## config.mk

```make
export PLATFORM = sky130hd
export DESIGN_NAME = pix_rescale2
export DESIGN_NICKNAME = d
export VERILOG_FILES = /design/src/rtl/pix_rescale2_pkg.sv /design/src/rtl/pix_rescale2_pos.sv /design/src/rtl/pix_rescale2_rowbuf.sv /design/src/rtl/pix_rescale2_avg.sv /design/src/rtl/pix_rescale2.sv
export SDC_FILE = /design/constraint.sdc
export NUM_CORES = 1
export LEC_CHECK = 0
export BUFFER_PORTS_ARGS = -buffer_cell sky130_fd_sc_hd__buf_4
export CAP_MARGIN = 30
export CORE_ASPECT_RATIO = 0.7
export CORE_MARGIN = 4
export CORE_UTILIZATION = 35
export DETAILED_ROUTE_END_ITERATION = 8
export MAX_ROUTING_LAYER = met4
export SLEW_MARGIN = 20
export SYNTH_ARGS = -nofsm -noshare
export SYNTH_HDL_FRONTEND = slang
export SYNTH_HIERARCHICAL = 1
export SYNTH_SLANG_ARGS = --single-unit
```

## constraint.sdc

```tcl
create_clock -name clk -period 2.4 [get_ports clk]
set_clock_uncertainty 0.2 [all_clocks]
set_input_delay 0.12 -clock clk [delete_from_list [all_inputs] [get_ports clk]]
set_output_delay 0.12 -clock clk [all_outputs]
set_load 0.05 [all_outputs]
```

## src/rtl/pix_rescale2_pkg.sv

```systemverilog
`timescale 1ns/1ps
package pix_rescale2_pkg;
  // mode input encoding
  typedef enum logic [1:0] {
    MODE_PASS     = 2'd0,
    MODE_HALF     = 2'd1,
    MODE_DOUBLE   = 2'd2,
    MODE_PASS_ALT = 2'd3
  } scale_mode_e;

  // doubling sequencer: take a pixel, echo it, replay the stored row
  typedef enum logic [1:0] {
    DS_TAKE   = 2'd0,
    DS_ECHO   = 2'd1,
    DS_REPLAY = 2'd2
  } dbl_state_e;
endpackage

```

## src/rtl/pix_rescale2_pos.sv

```systemverilog
`timescale 1ns/1ps
// Raster position tracker: column/row of the pixel presented this cycle.
module pix_rescale2_pos #(
  parameter int MAX_LEN = 128,
  localparam int PW = $clog2(MAX_LEN),
  localparam int LW = PW + 1
) (
  input  logic          clk,
  input  logic          rst_n,
  input  logic          step,
  input  logic          sof,
  input  logic [LW-1:0] row_len,
  input  logic [LW-1:0] row_cnt,
  output logic [PW-1:0] col,
  output logic [PW-1:0] row,
  output logic          col_last,
  output logic          row_last
);
  logic [PW-1:0] col_q, row_q, col_d, row_d;

  always_comb begin
    col      = sof ? '0 : col_q;
    row      = sof ? '0 : row_q;
    col_last = ({1'b0, col} == row_len - LW'(1));
    row_last = ({1'b0, row} == row_cnt - LW'(1));
    if (col_last) begin
      col_d = '0;
      row_d = row_last ? '0 : row + PW'(1);
    end else begin
      col_d = col + PW'(1);
      row_d = row;
    end
  end

  always_ff @(posedge clk or negedge rst_n) begin
    if (!rst_n) begin
      col_q <= '0;
      row_q <= '0;
    end else if (step) begin
      col_q <= col_d;
      row_q <= row_d;
    end
  end
endmodule

```

## src/rtl/pix_rescale2_rowbuf.sv

```systemverilog
`timescale 1ns/1ps
// Single row store: one write port, one combinational read port.
module pix_rescale2_rowbuf #(
  parameter int DEPTH = 128,
  parameter int W = 9,
  localparam int AW = $clog2(DEPTH)
) (
  input  logic          clk,
  input  logic          we,
  input  logic [AW-1:0] waddr,
  input  logic [W-1:0]  wdata,
  input  logic [AW-1:0] raddr,
  output logic [W-1:0]  rdata
);
  logic [W-1:0] mem [DEPTH];

  always_ff @(posedge clk) begin
    if (we) mem[waddr] <= wdata;
  end

  assign rdata = mem[raddr];
endmodule

```

## src/rtl/pix_rescale2_avg.sv

```systemverilog
`timescale 1ns/1ps
// Rounded mean of two horizontal pair sums: (a + b + 2) >> 2.
module pix_rescale2_avg #(
  parameter int PIX_W = 8
) (
  input  logic [PIX_W:0]   a,
  input  logic [PIX_W:0]   b,
  output logic [PIX_W-1:0] y
);
  logic [PIX_W+1:0] total;

  always_comb begin
    total = {1'b0, a} + {1'b0, b} + (PIX_W+2)'(2);
    y     = total[PIX_W+1:2];
  end
endmodule

```

## src/rtl/pix_rescale2.sv

```systemverilog
`timescale 1ns/1ps
module pix_rescale2
  import pix_rescale2_pkg::*;
#(
  parameter int PIX_W   = 8,
  parameter int MAX_LEN = 128,
  localparam int PW = $clog2(MAX_LEN),
  localparam int LW = PW + 1
) (
  input  logic             clk,
  input  logic             rst_n,
  input  logic [1:0]       mode,
  input  logic [LW-1:0]    row_len,
  input  logic [LW-1:0]    row_cnt,
  input  logic             in_valid,
  input  logic             in_sor,
  input  logic             in_sof,
  input  logic [PIX_W-1:0] in_pix,
  output logic             in_ready,
  output logic             out_valid,
  output logic             out_sor,
  output logic             out_sof,
  output logic [PIX_W-1:0] out_pix
);
  // reset: asserted asynchronously, released on the clock
  logic rst_meta, rst_n_i;
  always_ff @(posedge clk or negedge rst_n) begin
    if (!rst_n) begin
      rst_meta <= 1'b0;
      rst_n_i  <= 1'b0;
    end else begin
      rst_meta <= 1'b1;
      rst_n_i  <= rst_meta;
    end
  end

  scale_mode_e mode_e;
  logic        is_half, is_dbl, take;
  dbl_state_e  st_q, st_d;
  logic [LW-1:0] rep_q, rep_d;
  logic          last_q;
  logic [PIX_W-1:0] hold_q;
  logic [PW-1:0] col, row;
  logic          col_last, row_last;

  assign mode_e   = scale_mode_e'(mode);
  assign is_half  = (mode_e == MODE_HALF);
  assign is_dbl   = (mode_e == MODE_DOUBLE);
  assign in_ready = !is_dbl || (st_q == DS_TAKE);
  assign take     = in_valid && in_ready;

  pix_rescale2_pos #(.MAX_LEN(MAX_LEN)) u_pos (
    .clk(clk), .rst_n(rst_n_i), .step(take), .sof(in_sof),
    .row_len(row_len), .row_cnt(row_cnt),
    .col(col), .row(row), .col_last(col_last), .row_last(row_last)
  );

  // halving datapath: horizontal pair sum, vertical pairing via row store
  logic [PIX_W:0] hsum, rd_data, wr_data, vsum_top;
  logic           pair_done, half_emit, buf_we;
  logic [PW-1:0]  wr_addr, rd_addr;
  logic [PIX_W-1:0] avg_y;

  always_comb begin
    hsum      = col[0] ? ({1'b0, hold_q} + {1'b0, in_pix}) : {in_pix, 1'b0};
    pair_done = col[0] || col_last;
    half_emit = is_half && take && pair_done && (row[0] || row_last);
    vsum_top  = row[0] ? rd_data : hsum;
    if (is_dbl) begin
      buf_we  = take;
      wr_addr = col;
      wr_data = {1'b0, in_pix};
      rd_addr = rep_q[LW-1:1];
    end else begin
      buf_we  = is_half && take && pair_done && !row[0] && !row_last;
      wr_addr = {1'b0, col[PW-1:1]};
      wr_data = hsum;
      rd_addr = {1'b0, col[PW-1:1]};
    end
  end

  pix_rescale2_rowbuf #(.DEPTH(MAX_LEN), .W(PIX_W+1)) u_rowbuf (
    .clk(clk), .we(buf_we), .waddr(wr_addr), .wdata(wr_data),
    .raddr(rd_addr), .rdata(rd_data)
  );

  pix_rescale2_avg #(.PIX_W(PIX_W)) u_avg (.a(vsum_top), .b(hsum), .y(avg_y));

  // doubling sequencer next state
  logic hold_en;
  logic [LW:0] rep_end;
  always_comb begin
    st_d    = st_q;
    rep_d   = rep_q;
    rep_end = {row_len, 1'b0} - (LW+1)'(1);
    hold_en = take && (is_dbl || !col[0]);
    if (!is_dbl) begin
      st_d = DS_TAKE;
    end else begin
      unique case (st_q)
        DS_TAKE:   if (take) st_d = DS_ECHO;
        DS_ECHO: begin
          if (last_q) begin
            st_d  = DS_REPLAY;
            rep_d = '0;
          end else begin
            st_d = DS_TAKE;
          end
        end
        DS_REPLAY: begin
          rep_d = rep_q + LW'(1);
          if ({1'b0, rep_q} == rep_end) st_d = DS_TAKE;
        end
        default:   st_d = DS_TAKE;
      endcase
    end
  end

  // output next state
  logic ov_d, osor_d, osof_d;
  logic [PIX_W-1:0] opix_d;
  always_comb begin
    ov_d   = 1'b0;
    osor_d = 1'b0;
    osof_d = 1'b0;
    opix_d = '0;
    if (is_half) begin
      if (half_emit) begin
        ov_d   = 1'b1;
        opix_d = avg_y;
        osor_d = (col[PW-1:1] == '0);
        osof_d = (col[PW-1:1] == '0) && (row[PW-1:1] == '0);
      end
    end else if (is_dbl) begin
      unique case (st_q)
        DS_TAKE: if (take) begin
          ov_d   = 1'b1;
          opix_d = in_pix;
          osor_d = (col == '0);
          osof_d = (col == '0) && (row == '0);
        end
        DS_ECHO: begin
          ov_d   = 1'b1;
          opix_d = hold_q;
        end
        DS_REPLAY: begin
          ov_d   = 1'b1;
          opix_d = rd_data[PIX_W-1:0];
          osor_d = (rep_q == '0);
        end
        default: ov_d = 1'b0;
      endcase
    end else begin
      ov_d   = take;
      opix_d = in_pix;
      osor_d = take && in_sor;
      osof_d = take && in_sof;
    end
  end

  always_ff @(posedge clk or negedge rst_n_i) begin
    if (!rst_n_i) begin
      st_q      <= DS_TAKE;
      rep_q     <= '0;
      out_valid <= 1'b0;
      out_sor   <= 1'b0;
      out_sof   <= 1'b0;
      out_pix   <= '0;
    end else begin
      st_q      <= st_d;
      rep_q     <= rep_d;
      out_valid <= ov_d;
      out_sor   <= osor_d;
      out_sof   <= osof_d;
      out_pix   <= opix_d;
    end
  end

  always_ff @(posedge clk or negedge rst_n_i) begin
    if (!rst_n_i) begin
      hold_q <= '0;
      last_q <= 1'b0;
    end else if (hold_en) begin
      hold_q <= in_pix;
      last_q <= col_last;
    end
  end
endmodule

```

# Word level (Yosys, flattened, before mapping)
# Memory sizes are Yosys's and may differ from the RTL's.
# Index checks and enable logic that the tools add are counted.
# totals
ramBits,1152
memories,1
regBits,46
# classes
n_eq_ne,10
reduce_logical,29
muxes,40
addsub,9
# mem_list
memory,depth,width,read_ports,rd_clocked_by_memory_dff,write_ports,line,text
u_rowbuf.mem,128,9,1,0,1,pix_rescale2_rowbuf.sv:15,logic [W-1:0] mem [DEPTH];
# ops
op,n
7-bit two-way mux,7
8-bit two-way mux,5
9-bit two-way mux,3
8-bit case mux with 3 select lines,1
7-bit by 8-bit equality test with 1-bit output,2
1-bit two-way mux,16
8-bit case mux with 2 select lines,1
8-bit by 1-bit subtractor with 8-bit output (second input constant),2
7-bit by 1-bit adder with 7-bit output (second input constant),2
7-bit zero test,2
6-bit zero test,2
1-bit logical AND,11
10-bit by 2-bit adder with 10-bit output (second input constant),1
9-bit by 9-bit adder with 10-bit output,1
8-bit by 8-bit adder with 9-bit output,1
8-bit by 9-bit equality test with 1-bit output,1
9-bit by 1-bit subtractor with 9-bit output (second input constant),1
8-bit by 1-bit adder with 8-bit output (second input constant),1
8-bit zero test,1
2-bit two-way mux,4
3-bit != test (second input constant),2
2-bit case mux with 3 select lines,1
2-bit by 1-bit equality test with 1-bit output (second input constant),2
2-bit equality test (second input constant),2
9 further kinds,16

# Depth between registers and ports, before layout
# Gate-level depths: netlist of run 1.
# depth
depth_word,11
mapped_depth,24
depth_no_buf,19

# Hierarchy
# The synthesis of run 1 kept the hierarchy.
# modules_own_cells
mod,cells_each,n_inst,area_per_inst_um2
pix_rescale2_rowbuf,1807,1,44348.8
pix_rescale2,355,1,2885.3
pix_rescale2_pos,197,1,1525.2
pix_rescale2_avg,61,1,483.0

# Worst setup path before layout of run 1
# Ideal clock, no wire load.
# synth_path
path_type,reg-to-reg
from,register hold_q[1]
to,memory u_rowbuf.mem[0][5] (data pin)
arrival_time_ps,6800
setup_ps,1321
n_path_buf,0
path_stages_with_launch,7
path_slack_ps,-5920
cell_sequence,dfrtp_1 -> ha_1 -> a21o_1 -> a21oi_2 -> o211ai_1 -> xnor2_1 -> a311oi_1
# synth_via
elab_chain_cells,3
# synth_lines
element,line,text
"start, declared",pix_rescale2.sv:42,logic [PIX_W-1:0] hold_q;
"start signal, assigned",pix_rescale2.sv:184,hold_q <= in_pix;
8-bit by 8-bit adder with 9-bit output,pix_rescale2.sv:65,"hsum = col[0] ? ({1'b0, hold_q} + {1'b0, in_pix}) : {in_pix, 1'b0};"
9-bit two-way mux,pix_rescale2.sv:65,
9-bit two-way mux,pix_rescale2.sv:69,if (is_dbl) begin
via wr_data[5],pix_rescale2.sv:59,"logic [PIX_W:0] hsum, rd_data, wr_data, vsum_top;"
"end, declared",pix_rescale2_rowbuf.sv:15,
# The timed path passes the listed nets, and every way through them passes these cells.

# Worst setup path in the final report of run 1
# layout_path
from,register u_pos.col_q[1]
to,register out_pix[7]
# layout_via
elab_chain_cells,8
elab_cells_between_ends,14
# layout_lines
element,line,text
"start, declared",pix_rescale2_pos.sv:19,"logic [PW-1:0] col_q, row_q, col_d, row_d;"
"start signal, assigned",pix_rescale2_pos.sv:40,col_q <= col_d;
7-bit two-way mux,pix_rescale2_pos.sv:22,col = sof ? '0 : col_q;
via col[1],pix_rescale2.sv:43,"logic [PW-1:0] col, row;"
7-bit two-way mux,pix_rescale2.sv:69,
via rd_addr[0],pix_rescale2.sv:61,"logic [PW-1:0] wr_addr, rd_addr;"
memory 128 x 9 bit,--,
via rd_data[4],pix_rescale2.sv:59,
9-bit two-way mux,pix_rescale2.sv:68,vsum_top = row[0] ? rd_data : hsum;
via vsum_top[4],pix_rescale2.sv:59,
9-bit by 9-bit adder with 10-bit output,pix_rescale2_avg.sv:13,"total = {1'b0, a} + {1'b0, b} + (PIX_W+2)'(2);"
10-bit by 2-bit adder with 10-bit output,pix_rescale2_avg.sv:13,
via avg_y[7],pix_rescale2.sv:62,logic [PIX_W-1:0] avg_y;
8-bit two-way mux,pix_rescale2.sv:128,if (half_emit) begin
8-bit two-way mux,pix_rescale2.sv:127,if (is_half) begin
via opix_d[7],pix_rescale2.sv:121,logic [PIX_W-1:0] opix_d;
"end signal, assigned",pix_rescale2.sv:175,out_pix <= opix_d;
"end, declared",pix_rescale2.sv:23,output logic [PIX_W-1:0] out_pix
# The timed path passes the listed nets, and every way through them passes these cells.
# A chain may end at the register's enable or synchronous reset.

==> flow_metrics.env, run 1 <==
export IMPL_status="complete, but fails checks"
export IMPL_violations="hold timing, setup timing"
export IMPL_max_slew_margin=0.596
export IMPL_cts_root_buf="clkbuf_16"
export IMPL_final_period_utilization=2.26
export IMPL_peakVddDrop_mv=0.656
export IMPL_grt_overflow=0
export IMPL_nNetsFinal=3163
export IMPL_synth_area_per_cell_sq_um=20.3
export IMPL_p_leak_nw=20.5
export IMPL_start_util=0.354
export IMPL_fmax_ghz=0.184
export IMPL_fin_setup_tns_ns=-2149.94
export IMPL_grt_total_usage=0.183
export IMPL_viasPerCell=5.45
export IMPL_path_delay_family="multiplexers"
export IMPL_netlist_area_sq_um=49200
export IMPL_synth_area_top_cells="edfxtp_1, mux4_2, dfrtp_1"
export IMPL_tritoncts="done"
export IMPL_dieHeight_microns=322
export IMPL_synth_most_common_cell="edfxtp_1"
export IMPL_r2r_start="u_pos/col_q[1]"
export IMPL_ys_ff_latch=1198
export IMPL_yosysTopAreaCellShare=0.703
export IMPL_critPathSlowestCell="mux4_2"
export IMPL_antenna_found_initial=10
export IMPL_path_max_fanout=7
export IMPL_clk_path_buf_depth=3
export IMPL_die_w_microns=456
export IMPL_drtIter0Drc=3447
export IMPL_dr_pass1_iters=5
export IMPL_setup_violations=2100
export IMPL_yosysUniqueCellTypes=87
export IMPL_cpPeakStageDelay_ns=0.62
export IMPL_synth_fa_ha_area_frac=0.00971
export IMPL_die_area_sq_um=147000
export IMPL_cts_hold_buf=33
export IMPL_yosysTopAreaCell="edfxtp_1"
export IMPL_cellPowerDensity_nw_per_um2=771
export IMPL_clock_sinks=1198
export IMPL_synth_xor_area_share=0.00658
export IMPL_vias=27500
export IMPL_netlist_instances=2420
export IMPL_cap_violations=0
export IMPL_fin_ws_ns=-3.03
export IMPL_drtAntennaViolNets=0
export IMPL_reg2reg_depth=19
export IMPL_routed_wl_microns=133000
export IMPL_io_buffers=42
export IMPL_crit_path_start_kind="flip-flop"
export IMPL_num_rows=114
export IMPL_drive_gt1_frac=0.429
export IMPL_gp_congestion=0.854
export IMPL_area_growth_pct=27.2
export IMPL_clk_pin_slew_ns=0.06
export IMPL_hold_path_startpoint="row_cnt[6]"
export IMPL_post_dp_hpwl_microns=87400
export IMPL_critPathRequiredTime_ns=2.83
export IMPL_worstHoldPathCells=5
export IMPL_synth_compound_area_frac=0.0211
export IMPL_grt_pass1_wl_microns=193000
export IMPL_synth_edff_count=1152
export IMPL_pin_count=43
export IMPL_power_mw=48.3
export IMPL_grt_max_degree=69
export IMPL_hold_path_class="primary input to flip-flop"
export IMPL_dp_slack_ns=-3.04
export IMPL_htreeDepth=3
export IMPL_cp_common_cell="mux4_2"
export IMPL_grt_pass1_vias=27300
export IMPL_fill_cells=11600
export IMPL_core_area_sq_um=139000
export IMPL_r2r_end="out_pix[7]"
export IMPL_yosys_area_share_simple=0.0401
export IMPL_end_kind="flip-flop"
export IMPL_muxShareOfSynthArea=0.182
export IMPL_final_max_slew_viol_count=0
export IMPL_crit_arrival_ns=5.86
export IMPL_worstMarginPinSlew_ns=0.607
export IMPL_rsz0062_at_grt="true"
export IMPL_whs_ns=-0.197
export IMPL_rrSetupSlack_ns=-3.03
export IMPL_crit_buf_inv=3
export IMPL_hold_end="u_pos/row_q[2]"
export IMPL_drc=0
export IMPL_ys_warnings_count=6
export IMPL_path_cells="nor2b_4 -> nand2_2 -> o21ai_4 -> buf_12 -> clkbuf_16 -> buf_4 -> mux4_2 -> mux4_2 -> mux4_2 -> mux2_2 -> mux2_2 -> ha_1 -> ha_4 -> nor2_1 -> or3_4 -> a311oi_2 -> xor2_1 -> nand2_1 -> o31ai_1"
export IMPL_synth_top_family_by_area="multiplexers"
export IMPL_post_drt_wl_per_cell_microns=26.4
export IMPL_period_needed_ns=5.43
export IMPL_hold_viol=7
export IMPL_cts_made_buffers=110
export IMPL_synthTopCellsByCount="edfxtp_1, mux4_2, nor2_1"
export IMPL_critical_path_class="flip-flop to flip-flop"
export IMPL_ys_seq_area_frac=0.726
export IMPL_async_flop_share=0.0384
export IMPL_syn_nets=2488
export IMPL_insertion_delay_ns=0.74
export IMPL_synth_ff_type="edfxtp_1"
-- through the flow --
step | area (sq um) | util | std cells
global placement | 56900 | 0.409 | 4717
floorplan | 50000 | - | 2420
detailed placement | 56900 | 0.409 | 4717
global route | 62600 | 0.451 | 5046
CTS | 61900 | 0.446 | 5010
finish | 62600 | 0.451 | 5047
-- tightest hold or removal path, cell delays in order --
cell and delay, ns:
buf_4 0.09, a32oi_1 0.07, nand4_1 0.25, a2bb2oi_2 0.11, o211ai_2 0.06
-- metal layers --
layer	vias up	global-route usage	share of wire	routed length, microns
met5	-	-	0	0
li1	11400	-	-	-
met2	1228	0.265	0.45	59700
met4	0	0.0327	0.016	2070
met1	14700	0.274	0.45	59600
met3	167	0.0347	0.088	11700
-- final cells by class --
type	count	area [sq um]	share of cell area
diodes	1	2.50	0.0000399
clock buffers	140	2910	0.0464
clock inverters	67	696	0.0111
inverters	42	158	0.00252
multi-input cells	1058	13700	0.218
flip-flops and latches	1198	35700	0.571
well taps	1856	2320	0.0371
repair buffers	685	7150	0.114
-- power by group --
group,switching (mW),internal (mW)
registers,0.0525,23.7
clock network,7.75,9.90
logic,3.72,3.18
-- cells in the final DEF (no fill, tap or decap), drive strengths merged, types with 35 or more instances in the layout --
cell    count
a21oi      36
buf       647
clkbuf    145
clkinv     44
dfrtp      46
edfxtp   1152
ha         35
inv        48
mux4      378
nand2      91
nor2      179
-- how the worst max path moves through the flow --
stage                               from    endpoint  slack, ns  cells past startpoint
final                     u_pos/col_q[1]  out_pix[7]      -3.03                     19
after global routing      u_pos/col_q[1]  out_pix[6]      -3.17                     20
after CTS                 u_pos/col_q[1]  out_pix[4]      -3.00                     20
after detailed placement          in_sof  out_pix[4]      -3.04                     21
after global placement            in_sof  out_pix[7]      -3.09                     21
after floorplan           u_pos/col_q[1]  out_pix[4]      -2.59                     20
-- cell families (layout without fill, tap and decap cells) --
kind of cell,after synthesis,count (layout)
adder cells (fa/ha/maj),37,37
AO/OA/AOI/OAI,148,148
buffers and inverters,165,934
AND/OR/NAND/NOR,416,417
flip-flops,1198,1198
XOR/XNOR,37,37
multiplexers,418,418
other,1,2
-- timing repair --
item | 4_1_cts | 5_1_grt
pin swaps | 30 | 19
hold endpoints to repair | 84 | 7
gates cloned | 19 | 14
setup endpoints to repair | 2105 | 2156
gates resized for setup | 171 | 92
buffers inserted | 34 | 23
-- registers in the layout (all words and copies together) (netlist names) --
signal / flops
hold_q: 8
last_q: 1
out_pix: 8
out_sof: 1
out_sor: 1
out_valid: 1
rep_q: 8
rst_meta: 1
rst_n_i: 1
st_q: 2
u_pos/col_q: 7
u_pos/row_q: 7
u_rowbuf/mem: 1152
No activity file was read; power rests on OpenSTA's default activity.
==> inputs of run 2 (changes only) <==
- CTS_BUF_LIST: unset -> sky130_fd_sc_hd__clkbuf_4 sky130_fd_sc_hd__clkbuf_8
- SLEW_MARGIN: 20 -> 0
==> flow_metrics.env, run 2 (synthesized netlist as in run 1, its figures left out) <==
export IMPL_power_mw=46.8
export IMPL_post_dp_hpwl_microns=87400
export IMPL_cap_violations=0
export IMPL_drc=0
export IMPL_htreeDepth=4
export IMPL_tritoncts="done"
export IMPL_grt_util_met3=0.0385
export IMPL_nNetsFinal=3283
export IMPL_gp_congestion=0.854
export IMPL_fmax_ghz=0.184
export IMPL_combinationalPowerShare=0.148
export IMPL_clk_path_buf_depth=3
export IMPL_cp_common_cell="buf_12"
export IMPL_grt_total_usage=0.182
export IMPL_post_drt_wl_per_cell_microns=26.4
export IMPL_crit_arrival_ns=6.04
export IMPL_grt_overflow=0
export IMPL_viasPerCell=5.43
export IMPL_grt_busiest_layer="met1"
export IMPL_grt_pass1_vias=27800
export IMPL_fin_setup_tns_ns=-1999.56
export IMPL_insertion_delay_ns=0.91
export IMPL_dr_pass1_iters=7
export IMPL_cts_root_buf="clkbuf_8"
export IMPL_pwr_share_clk=0.344
export IMPL_rsz0062_at_grt="true"
export IMPL_regMostFlops="u_rowbuf/mem"
export IMPL_status="complete, but fails checks"
export IMPL_die_w_microns=456
export IMPL_start_util=0.354
export IMPL_layout_commonest_cell="edfxtp_1"
export IMPL_end_kind="flip-flop"
export IMPL_cellPowerDensity_nw_per_um2=736
export IMPL_dpl_cell_count=4717
export IMPL_layout_common_cells="edfxtp_1, buf_4, mux4_2, clkbuf_8, buf_6"
export IMPL_switching_power_mw=11.8
export IMPL_largest_reg_flops=1152
export IMPL_final_period_utilization=2.27
export IMPL_path_max_fanout=7
export IMPL_hold_path_class="primary input to flip-flop"
export IMPL_cpPeakStageDelay_ns=0.56
export IMPL_dieHeight_microns=322
export IMPL_seqPwrFrac=0.507
export IMPL_io_buffers=42
export IMPL_grt_pass1_wl_microns=191000
export IMPL_crit_buf_inv=6
export IMPL_drtIter0Drc=3494
export IMPL_num_rows=114
export IMPL_routed_wl_microns=138000
export IMPL_layout_cells_non_filler=5211
export IMPL_critPathRequiredTime_ns=3.00
export IMPL_path_delay_family="multiplexers"
export IMPL_die_area_sq_um=147000
export IMPL_critical_path_class="flip-flop to flip-flop"
export IMPL_drtAntennaViolNets=0
export IMPL_grt_max_degree=69
export IMPL_violations="hold timing, setup timing"
export IMPL_core_area_sq_um=139000
export IMPL_pin_count=43
export IMPL_period_needed_ns=5.44
export IMPL_area_growth_pct=29.1
export IMPL_p_sw_frac=0.252
export IMPL_crit_path_start_kind="flip-flop"
export IMPL_hold_viol=7
export IMPL_path_cells="nor2b_4 -> nand2_2 -> o21ai_4 -> buf_12 -> buf_12 -> buf_12 -> buf_12 -> mux4_2 -> mux4_2 -> mux4_2 -> mux2_4 -> mux2_4 -> inv_2 -> ha_4 -> inv_2 -> ha_4 -> and4b_1 -> o31a_1 -> or4_4 -> o2111ai_2 -> nand2_1 -> o31ai_1"
export IMPL_cts_made_buffers=175
export IMPL_critPathSlowestCell="mux4_2"
export IMPL_vias=28300
export IMPL_setup_violations=2149
export IMPL_fin_ws_ns=-3.04
export IMPL_worstMarginPinSlew_ns=0.627
export IMPL_cts_hold_buf=49
export IMPL_internal_power_mw=35.0
export IMPL_clock_sinks=1198
export IMPL_max_slew_margin=0.581
export IMPL_met1_usage=0.269
export IMPL_rrSetupSlack_ns=-3.04
export IMPL_peakVddDrop_mv=0.459
export IMPL_clk_pin_slew_ns=0.07
export IMPL_antenna_found_initial=14
export IMPL_drive_gt1_frac=0.467
export IMPL_p_leak_nw=20.8
export IMPL_grt_util_met2=0.259
export IMPL_whs_ns=-0.105
export IMPL_final_max_slew_viol_count=0
[run 2: changes by cell type in the layout (fill, tap and decap cells not counted), sizes merged, moves of 2 or more]
cell,delta
clkbuf,+90
buf,+37
clkinv,+23
dlygate4sd3,+16
bufinv,-8
diode,+4
inv,+2
[run 2: layout make-up]
type                            instances  area [sq um]
Multi-Input combinational cell       1057         14100
Timing Repair Buffer                  741          7880
Inverter                               42           158
Tap cell                             1856          2320
Sequential cell                      1198         35700
Fill cell                           11500         75300
Antenna cell                            5          12.5
Clock buffer                          227          2800
Clock inverter                         85           563
[run 2: power groups by stage]
stage	Combinational [mW]	Clock [mW]	Sequential (mW)
final	6.95	16.1	23.7
after global routing	7.35	17.5	23.7
after CTS	6.47	16.5	23.7
after detailed placement	6.30	0	24.2
after global placement	6.14	0	24.2
after floorplan	3.32	0	24.3
[run 2: what timing repair did]
item	CTS	global route
endpoints found under the hold margin	974	11
endpoints found under the setup margin	2140	2198
pin swaps	6	84
gates resized for setup	64	460
gates cloned	0	72
buffers inserted	9	48
[run 2: metrics by stage]
stage               area (sq um)  setup slack, ns  utilization
floorplan                  50000            -2.59            -
global placement           56900            -3.09        0.409
detailed placement         56900            -3.04        0.409
CTS                        61100            -2.94        0.440
global route               63600            -3.16        0.458
finish                     63600            -3.04        0.458
[run 2: worst min-delay path, delay by kind of cell]
| family | cells | cell delay (ns) |
|---|---|---|
| xor+xnor | 1 | 0.07 |
| buf+inv | 1 | 0.11 |
| compound gates | 3 | 0.31 |
| simple gates | 2 | 0.34 |
[run 2: routing by layer]
metal / vias to the layer above / share of wire
met5: - / 0
met4: 0 / 0.018
met3: 201 / 0.10
met2: 1431 / 0.45
met1: 15000 / 0.44
li1: 11700 / -
[run 2: path summary, 6_finish.rpt]
| check | to | start | depth (start not counted) |
|---|---|---|---|
| max in group asynchronous | rep_q[7] | rst_n_i | 1 |
| max reg2reg | out_pix[4] | u_pos/col_q[1] | 22 |
| min | u_pos/row_q[2] | row_cnt[7] | 7 |
| min in group asynchronous | u_pos/col_q[4] | rst_n_i | 1 |
| max | out_pix[4] | u_pos/col_q[1] | 22 |
| min reg2reg | u_pos/col_q[4] | rst_n_i | 1 |
